File: config.mk
export PLATFORM = sky130hd
export DESIGN_NAME = line_fault_injector
export DESIGN_NICKNAME = d
export VERILOG_FILES = /design/src/rtl/lfi_pkg.sv /design/src/rtl/lfi_ctrl.sv /design/src/rtl/lfi_datapath.sv /design/src/rtl/line_fault_injector.sv
export SDC_FILE = /design/constraint.sdc
export NUM_CORES = 1
export LEC_CHECK = 0
export BUFFER_PORTS_ARGS = -buffer_cell sky130_fd_sc_hd__buf_2
export CORE_MARGIN = 2
export CORE_UTILIZATION = 30
export DETAILED_ROUTE_END_ITERATION = 10
export SETUP_SLACK_MARGIN = 0.5
export SYNTH_ARGS = -nofsm -noshare
export SYNTH_HDL_FRONTEND = slang
export SYNTH_SLANG_ARGS = --single-unit
File: constraint.sdc
create_clock -name clk -period 20.5 [get_ports clk]
set_clock_uncertainty 0.05 [all_clocks]
set_input_delay 3.075 -clock clk [delete_from_list [all_inputs] [get_ports clk]]
set_output_delay 3.075 -clock clk [all_outputs]
set_load 0.05 [all_outputs]
File: src/rtl/lfi_pkg.sv
package lfi_pkg;

  localparam int LFSR_W = 16;
  localparam logic [LFSR_W-1:0] LFSR_TAPS = 16'hB400;

  typedef enum logic [1:0] {
    ST_IDLE,
    ST_WAIT,
    ST_INJ,
    ST_DONE
  } lfi_state_e;

  // strobes from control to datapath
  typedef struct packed {
    logic capture;  // latch pattern and mode
    logic shift;    // advance to next pattern bit
    logic active;   // burst drives the wire
  } lfi_strobe_t;

  function automatic logic [LFSR_W-1:0] lfsr_next(input logic [LFSR_W-1:0] s);
    return {1'b0, s[LFSR_W-1:1]} ^ (s[0] ? LFSR_TAPS : '0);
  endfunction

endpackage

File: src/rtl/lfi_ctrl.sv
module lfi_ctrl
  import lfi_pkg::*;
#(
  parameter int BOOT_TICKS = 1625,
  parameter int SPAN       = 3751,
  parameter int LEN_W      = 4
) (
  input  logic                clk,
  input  logic                rst_n,
  input  logic                armEn,
  input  logic [LFSR_W-1:0]   seed,
  input  logic [LEN_W-1:0]    patLen,
  output lfi_strobe_t         strobe,
  output logic                injActive,
  output logic                injDone
);

  localparam int CNT_W = $clog2(BOOT_TICKS + SPAN + 1);
  localparam logic [CNT_W-1:0] CNT_MAX = CNT_W'(BOOT_TICKS + SPAN - 2);

  lfi_state_e        state;
  logic [CNT_W-1:0]  waitCnt;
  logic [LEN_W-1:0]  lenCnt;
  logic [LFSR_W-1:0] lfsr;
  logic              seeded;
  logic              armTake;
  logic [CNT_W-1:0]  waitLoad;
  logic [LFSR_W-1:0] offsetRaw;

  assign armTake   = (state == ST_IDLE) && armEn && seeded;
  assign offsetRaw = lfsr % LFSR_W'(SPAN);
  assign waitLoad  = CNT_W'(BOOT_TICKS - 1) + CNT_W'(offsetRaw);

  always_ff @(posedge clk or negedge rst_n) begin
    if (!rst_n) begin
      state   <= ST_IDLE;
      waitCnt <= '0;
      lenCnt  <= '0;
      lfsr    <= '0;
      seeded  <= 1'b0;
    end else begin
      if (!seeded) begin
        lfsr   <= (seed == '0) ? LFSR_W'(1) : seed;
        seeded <= 1'b1;
      end
      unique case (state)
        ST_IDLE: if (armTake) begin
          state   <= ST_WAIT;
          waitCnt <= waitLoad;
          lenCnt  <= patLen;
          lfsr    <= lfsr_next(lfsr);
        end
        ST_WAIT: begin
          if (!armEn)              state <= ST_IDLE;
          else if (waitCnt == '0)  state <= ST_INJ;
          else                     waitCnt <= waitCnt - 1'b1;
        end
        ST_INJ: begin
          if (!armEn)              state <= ST_IDLE;
          else if (lenCnt == '0)   state <= ST_DONE;
          else                     lenCnt <= lenCnt - 1'b1;
        end
        ST_DONE: if (!armEn) state <= ST_IDLE;
        default: state <= ST_IDLE;
      endcase
    end
  end

  always_comb begin
    strobe.capture = armTake;
    strobe.shift   = (state == ST_INJ) && armEn && (lenCnt != '0);
    strobe.active  = (state == ST_INJ);
  end

  assign injActive = strobe.active;
  assign injDone   = (state == ST_DONE);

  AST_ONE_SHOT: assert property (@(posedge clk) disable iff (!rst_n)
    $rose(injDone) |-> $past(injActive));
  AST_NOT_BOTH: assert property (@(posedge clk) disable iff (!rst_n)
    !(injActive && injDone));
  AST_CANCEL: assert property (@(posedge clk) disable iff (!rst_n)
    !armEn |=> (!injActive && !injDone));
  AST_WAIT_SPAN: assert property (@(posedge clk) disable iff (!rst_n)
    (state == ST_WAIT) |-> (waitCnt <= CNT_MAX));
  AST_SEED_NONZERO: assert property (@(posedge clk) disable iff (!rst_n)
    seeded |-> (lfsr != '0));

endmodule

File: src/rtl/lfi_datapath.sv
module lfi_datapath
  import lfi_pkg::*;
#(
  parameter int PAT_W = 16
) (
  input  logic             clk,
  input  logic             rst_n,
  input  lfi_strobe_t      strobe,
  input  logic [PAT_W-1:0] patWord,
  input  logic             modeForce,
  input  logic             lineIn,
  output logic             lineOut
);

  logic [PAT_W-1:0] patShadow;
  logic             modeShadow;
  logic             injBit;

  always_ff @(posedge clk or negedge rst_n) begin
    if (!rst_n) begin
      patShadow  <= '0;
      modeShadow <= 1'b0;
    end else if (strobe.capture) begin
      patShadow  <= patWord;
      modeShadow <= modeForce;
    end else if (strobe.shift) begin
      patShadow  <= {1'b0, patShadow[PAT_W-1:1]};
    end
  end

  assign injBit = patShadow[0];

  // combinational bypass keeps the idle path free of registers
  always_comb begin
    if (!strobe.active)  lineOut = lineIn;
    else if (modeShadow) lineOut = injBit;
    else                 lineOut = lineIn ^ injBit;
  end

  AST_SHIFT_IN_BURST: assert property (@(posedge clk) disable iff (!rst_n)
    strobe.shift |-> strobe.active);
  AST_NO_CAPTURE_IN_BURST: assert property (@(posedge clk) disable iff (!rst_n)
    strobe.active |-> !strobe.capture);

endmodule

File: src/rtl/line_fault_injector.sv
module line_fault_injector
  import lfi_pkg::*;
#(
  parameter int CLK_NS    = 4,
  parameter int BOOT_NS   = 6500,
  parameter int WINDOW_NS = 15000,
  parameter int LEN_W     = 4
) (
  input  logic                  clk,
  input  logic                  rst_n,
  input  logic                  lineIn,
  input  logic                  armEn,
  input  logic                  modeForce,
  input  logic [(1<<LEN_W)-1:0] patWord,
  input  logic [LEN_W-1:0]      patLen,
  input  logic [LFSR_W-1:0]     seed,
  output logic                  lineOut,
  output logic                  injActive,
  output logic                  injDone
);

  localparam int BOOT_TICKS = BOOT_NS / CLK_NS;
  localparam int SPAN       = WINDOW_NS / CLK_NS + 1;
  localparam int PAT_W      = 1 << LEN_W;

  lfi_strobe_t strobe;

  lfi_ctrl #(
    .BOOT_TICKS(BOOT_TICKS),
    .SPAN      (SPAN),
    .LEN_W     (LEN_W)
  ) ctrl_i (
    .clk      (clk),
    .rst_n    (rst_n),
    .armEn    (armEn),
    .seed     (seed),
    .patLen   (patLen),
    .strobe   (strobe),
    .injActive(injActive),
    .injDone  (injDone)
  );

  lfi_datapath #(
    .PAT_W(PAT_W)
  ) dp_i (
    .clk      (clk),
    .rst_n    (rst_n),
    .strobe   (strobe),
    .patWord  (patWord),
    .modeForce(modeForce),
    .lineIn   (lineIn),
    .lineOut  (lineOut)
  );

  AST_IDLE_TRANSPARENT: assert property (@(posedge clk) disable iff (!rst_n)
    !injActive |-> (lineOut == lineIn));

endmodule

==> results.json <==
{
  "path_clk_slew_ns": 0.07,
  "routed-via-count": 5720,
  "ioPinCount": 44,
  "gr-total-overflow": 0,
  "final_core_util_pct": 33.7,
  "postSynthAreaPerCell_sq_um": 7.82,
  "cap_violations": 0,
  "port-buffer-count": 43,
  "crit_slowest_cell": "dfrtp_1",
  "gr-usage-all-layers_pct": 15.7,
  "finalMaxSlewViolations": 0,
  "syn-instance-count": 743,
  "worstPathRequired_ns": 20.64,
  "outcome": "finished, final reports clean",
  "hold_class": "reg2reg",
  "area_growth_syn_to_layout_pct": 9.35,
  "seq_area_frac_synth_pct": 22.8,
  "first_pass_iters": 5,
  "ctsResizeCount": 0,
  "fp.coreArea_sq_um": 18800,
  "drt_wl_total_mm": 16.1,
  "grt_pass1_vias": 5432,
  "ys_seq_elements": 53,
  "n_fill_cell": 1983,
  "max_freq_mhz": 115,
  "post-cts-setup-buffers": 0,
  "setup_violations": 0,
  "ys_types": 98,
  "period_share_pct": 42.5,
  "antenna_found_initial": 0,
  "cp_slowest_stage_delay_ns": 0.71,
  "grt_max_degree": 54,
  "cts_root_buf": "clkbuf_16",
  "cts_max_level": 2,
  "async_flop_share_pct": 100,
  "vias_per_cell": 5.62,
  "rsz0062_at_grt": "no",
  "first_iter_violations": 480,
  "grt_pass1_wl_mm": 26.8,
  "worstPathArrival_ns": 8.86,
  "synth_edf_count": 0,
  "crit_path_end_kind": "register",
  "drive_gt1_share_pct": 15.9,
  "synth_area_sq_um": 5810,
  "nets": 801,
  "cp_common_cell": "a21oi_2",
  "initial_utilization_pct": 30.9,
  "worst_slew_margin_rel_pct": 21.1,
  "clk_path_buf_depth": 2,
  "die_w_um": 143,
  "yosysWarnings": 0,
  "cts_tree": "yes",
  "drtAntennaViolNets": 0,
  "diodes": 0,
  "timing.setup.critical_path_class": "reg2reg",
  "tightestPinTransition_ns": 1.18,
  "die_height_um": 143,
  "drc": 0,
  "syn-num-nets": 788,
  "finalSetupTns_ns": 0,
  "numCtsBuffers": 5,
  "dieArea_sq_um": 20500,
  "wire_per_inst_um": 15.8,
  "min_period_ns": 8.72,
  "hpwl_mm": 12.3,
  "ys_dominant_reg_cell": "dfrtp_1",
  "place.gp.congestion": 0.917,
  "cts.sinks": 53,
  "cp_max_fo": 18,
  "ctsHoldBuffers": 0,
  "worstSetupStartpointType": "register",
  "clk_latency_ns": 0.29,
  "rows": 50,
  "hold_viol_final": 0
}
## kinds of logic (layout without fill, tap and decap cells)
| family | Yosys count | after routing | synth area share (%) |
|---|---|---|---|
| and+or+nand+nor | 264 | 264 | 22.4 |
| AOI/OAI and AO/OA | 279 | 279 | 35.0 |
| other | 1 | 1 | 0.0646 |
| adders and majority gates | 8 | 8 | 1.57 |
| muxes | 43 | 43 | 7.88 |
| xor gates and xnor gates | 36 | 36 | 5.69 |
| DFF | 53 | 53 | 22.8 |
| buffers and inverters | 59 | 73 | 4.61 |
## worst paths after layout
| check | start | endpoint | slack (ns) | cells after the start |
|---|---|---|---|---|
| min | ctrl_i.waitCnt[12] | ctrl_i.waitCnt[12] | 0.45 | 2 |
| max | ctrl_i.lfsr[4] | ctrl_i.waitCnt[8] | 11.78 | 31 |
| min in group asynchronous | rst_n | ctrl_i.lenCnt[2] | 2.85 | 2 |
| max reg2reg | ctrl_i.lfsr[4] | ctrl_i.waitCnt[8] | 11.78 | 31 |
| min reg2reg | ctrl_i.waitCnt[12] | ctrl_i.waitCnt[12] | 0.45 | 2 |
| max in group asynchronous | rst_n | ctrl_i.lfsr[6] | 17.10 | 2 |
## state kept, by name, indices dropped and copies added (netlist names)
name,cells
ctrl_i.seeded,1
dp_i.patShadow,16
ctrl_i.lfsr,16
ctrl_i.lenCnt,4
ctrl_i.state,2
ctrl_i.waitCnt,13
dp_i.modeShadow,1
## cells in the mapped netlist (6+ instances only)
cell      count  share of area, %
a211o_1       6              0.90
a211oi_1      7              0.90
a21o_1        6              0.78
a21oi_1      69               5.9
a21oi_2       7               1.1
a31oi_1      13               1.4
and2_1        8              0.86
and3_1       10               1.1
buf_2        10              0.86
buf_4         7              0.90
clkbuf_1     20               1.3
dfrtp_1      53                23
inv_1        19               1.2
mux2_2       10               1.9
mux2i_1      29               5.0
nand2_1      76               4.9
nand2b_1      8              0.86
nand3_1      24               2.1
nand4_1       6              0.65
nor2_1       72               4.7
nor2b_1       7              0.75
nor3_1       20               1.7
nor4_1        6              0.65
o211ai_1     13               1.7
o21ai_0      54               4.7
o21ai_1      10              0.86
o22ai_1       7              0.75
o31ai_1       8               1.0
xnor2_1      19               2.9
xor2_1       15               2.3
## worst max-delay path, delay by kind of cell (launching register included)
| kind | cells | cell delay [ns] |
|---|---|---|
| buf+inv | 1 | 0.11 |
| xor+xnor | 2 | 0.43 |
| compound gates | 16 | 3.87 |
| flops | 1 | 0.71 |
| simple gates | 6 | 1.23 |
| mux | 3 | 1.25 |
| fa+ha+maj | 3 | 0.94 |
## layout by cell type, fill, tap and decap left out, types with 13 or more instances in the layout
| cell | synthesis | layout |
|---|---|---|
| inv_1 | 19 | 19 |
| o211ai_1 | 13 | 13 |
| nand2_1 | 76 | 76 |
| xnor2_1 | 19 | 19 |
| a21oi_1 | 69 | 68 |
| xor2_1 | 15 | 15 |
| mux2i_1 | 29 | 29 |
| nor2_1 | 72 | 72 |
| nor3_1 | 20 | 20 |
| buf_2 | 10 | 43 |
| nand3_1 | 24 | 24 |
| a31oi_1 | 13 | 13 |
| o21ai_0 | 54 | 54 |
| dfrtp_1 | 53 | 53 |
## final cells by class
class | count | area (sq um) | share of cell area, %
clock inverters | 2 | 38.8 | 0.611
repair buffers | 46 | 238 | 3.74
clock buffers | 6 | 129 | 2.03
multi-input cells | 631 | 4220 | 66.5
flip-flops and latches | 53 | 1330 | 20.9
well taps | 260 | 325 | 5.12
inverters | 19 | 71.3 | 1.12
## metal layers
layer	global-route usage (%)	part of all wire [%]
met1	21.0	47
met2	27.1	48
met3	1.98	4.5
met4	3.02	0.78
met5	0	0
## through the flow
step	worst slack [ns]	area, sq um	hold slack (ns)	instances
after floorplan	13.20	5810	0.397	743
after global placement	12.19	6180	0.423	1009
after detailed placement	11.97	6180	0.445	1009
after CTS	11.90	6350	0.465	1017
after global routing	10.87	6350	0.480	1017
final	11.78	6350	0.449	1017
Power is left out: the tool's default activity adds up to more than one toggle a clock period on the data nets, which glitch-free logic cannot reach.
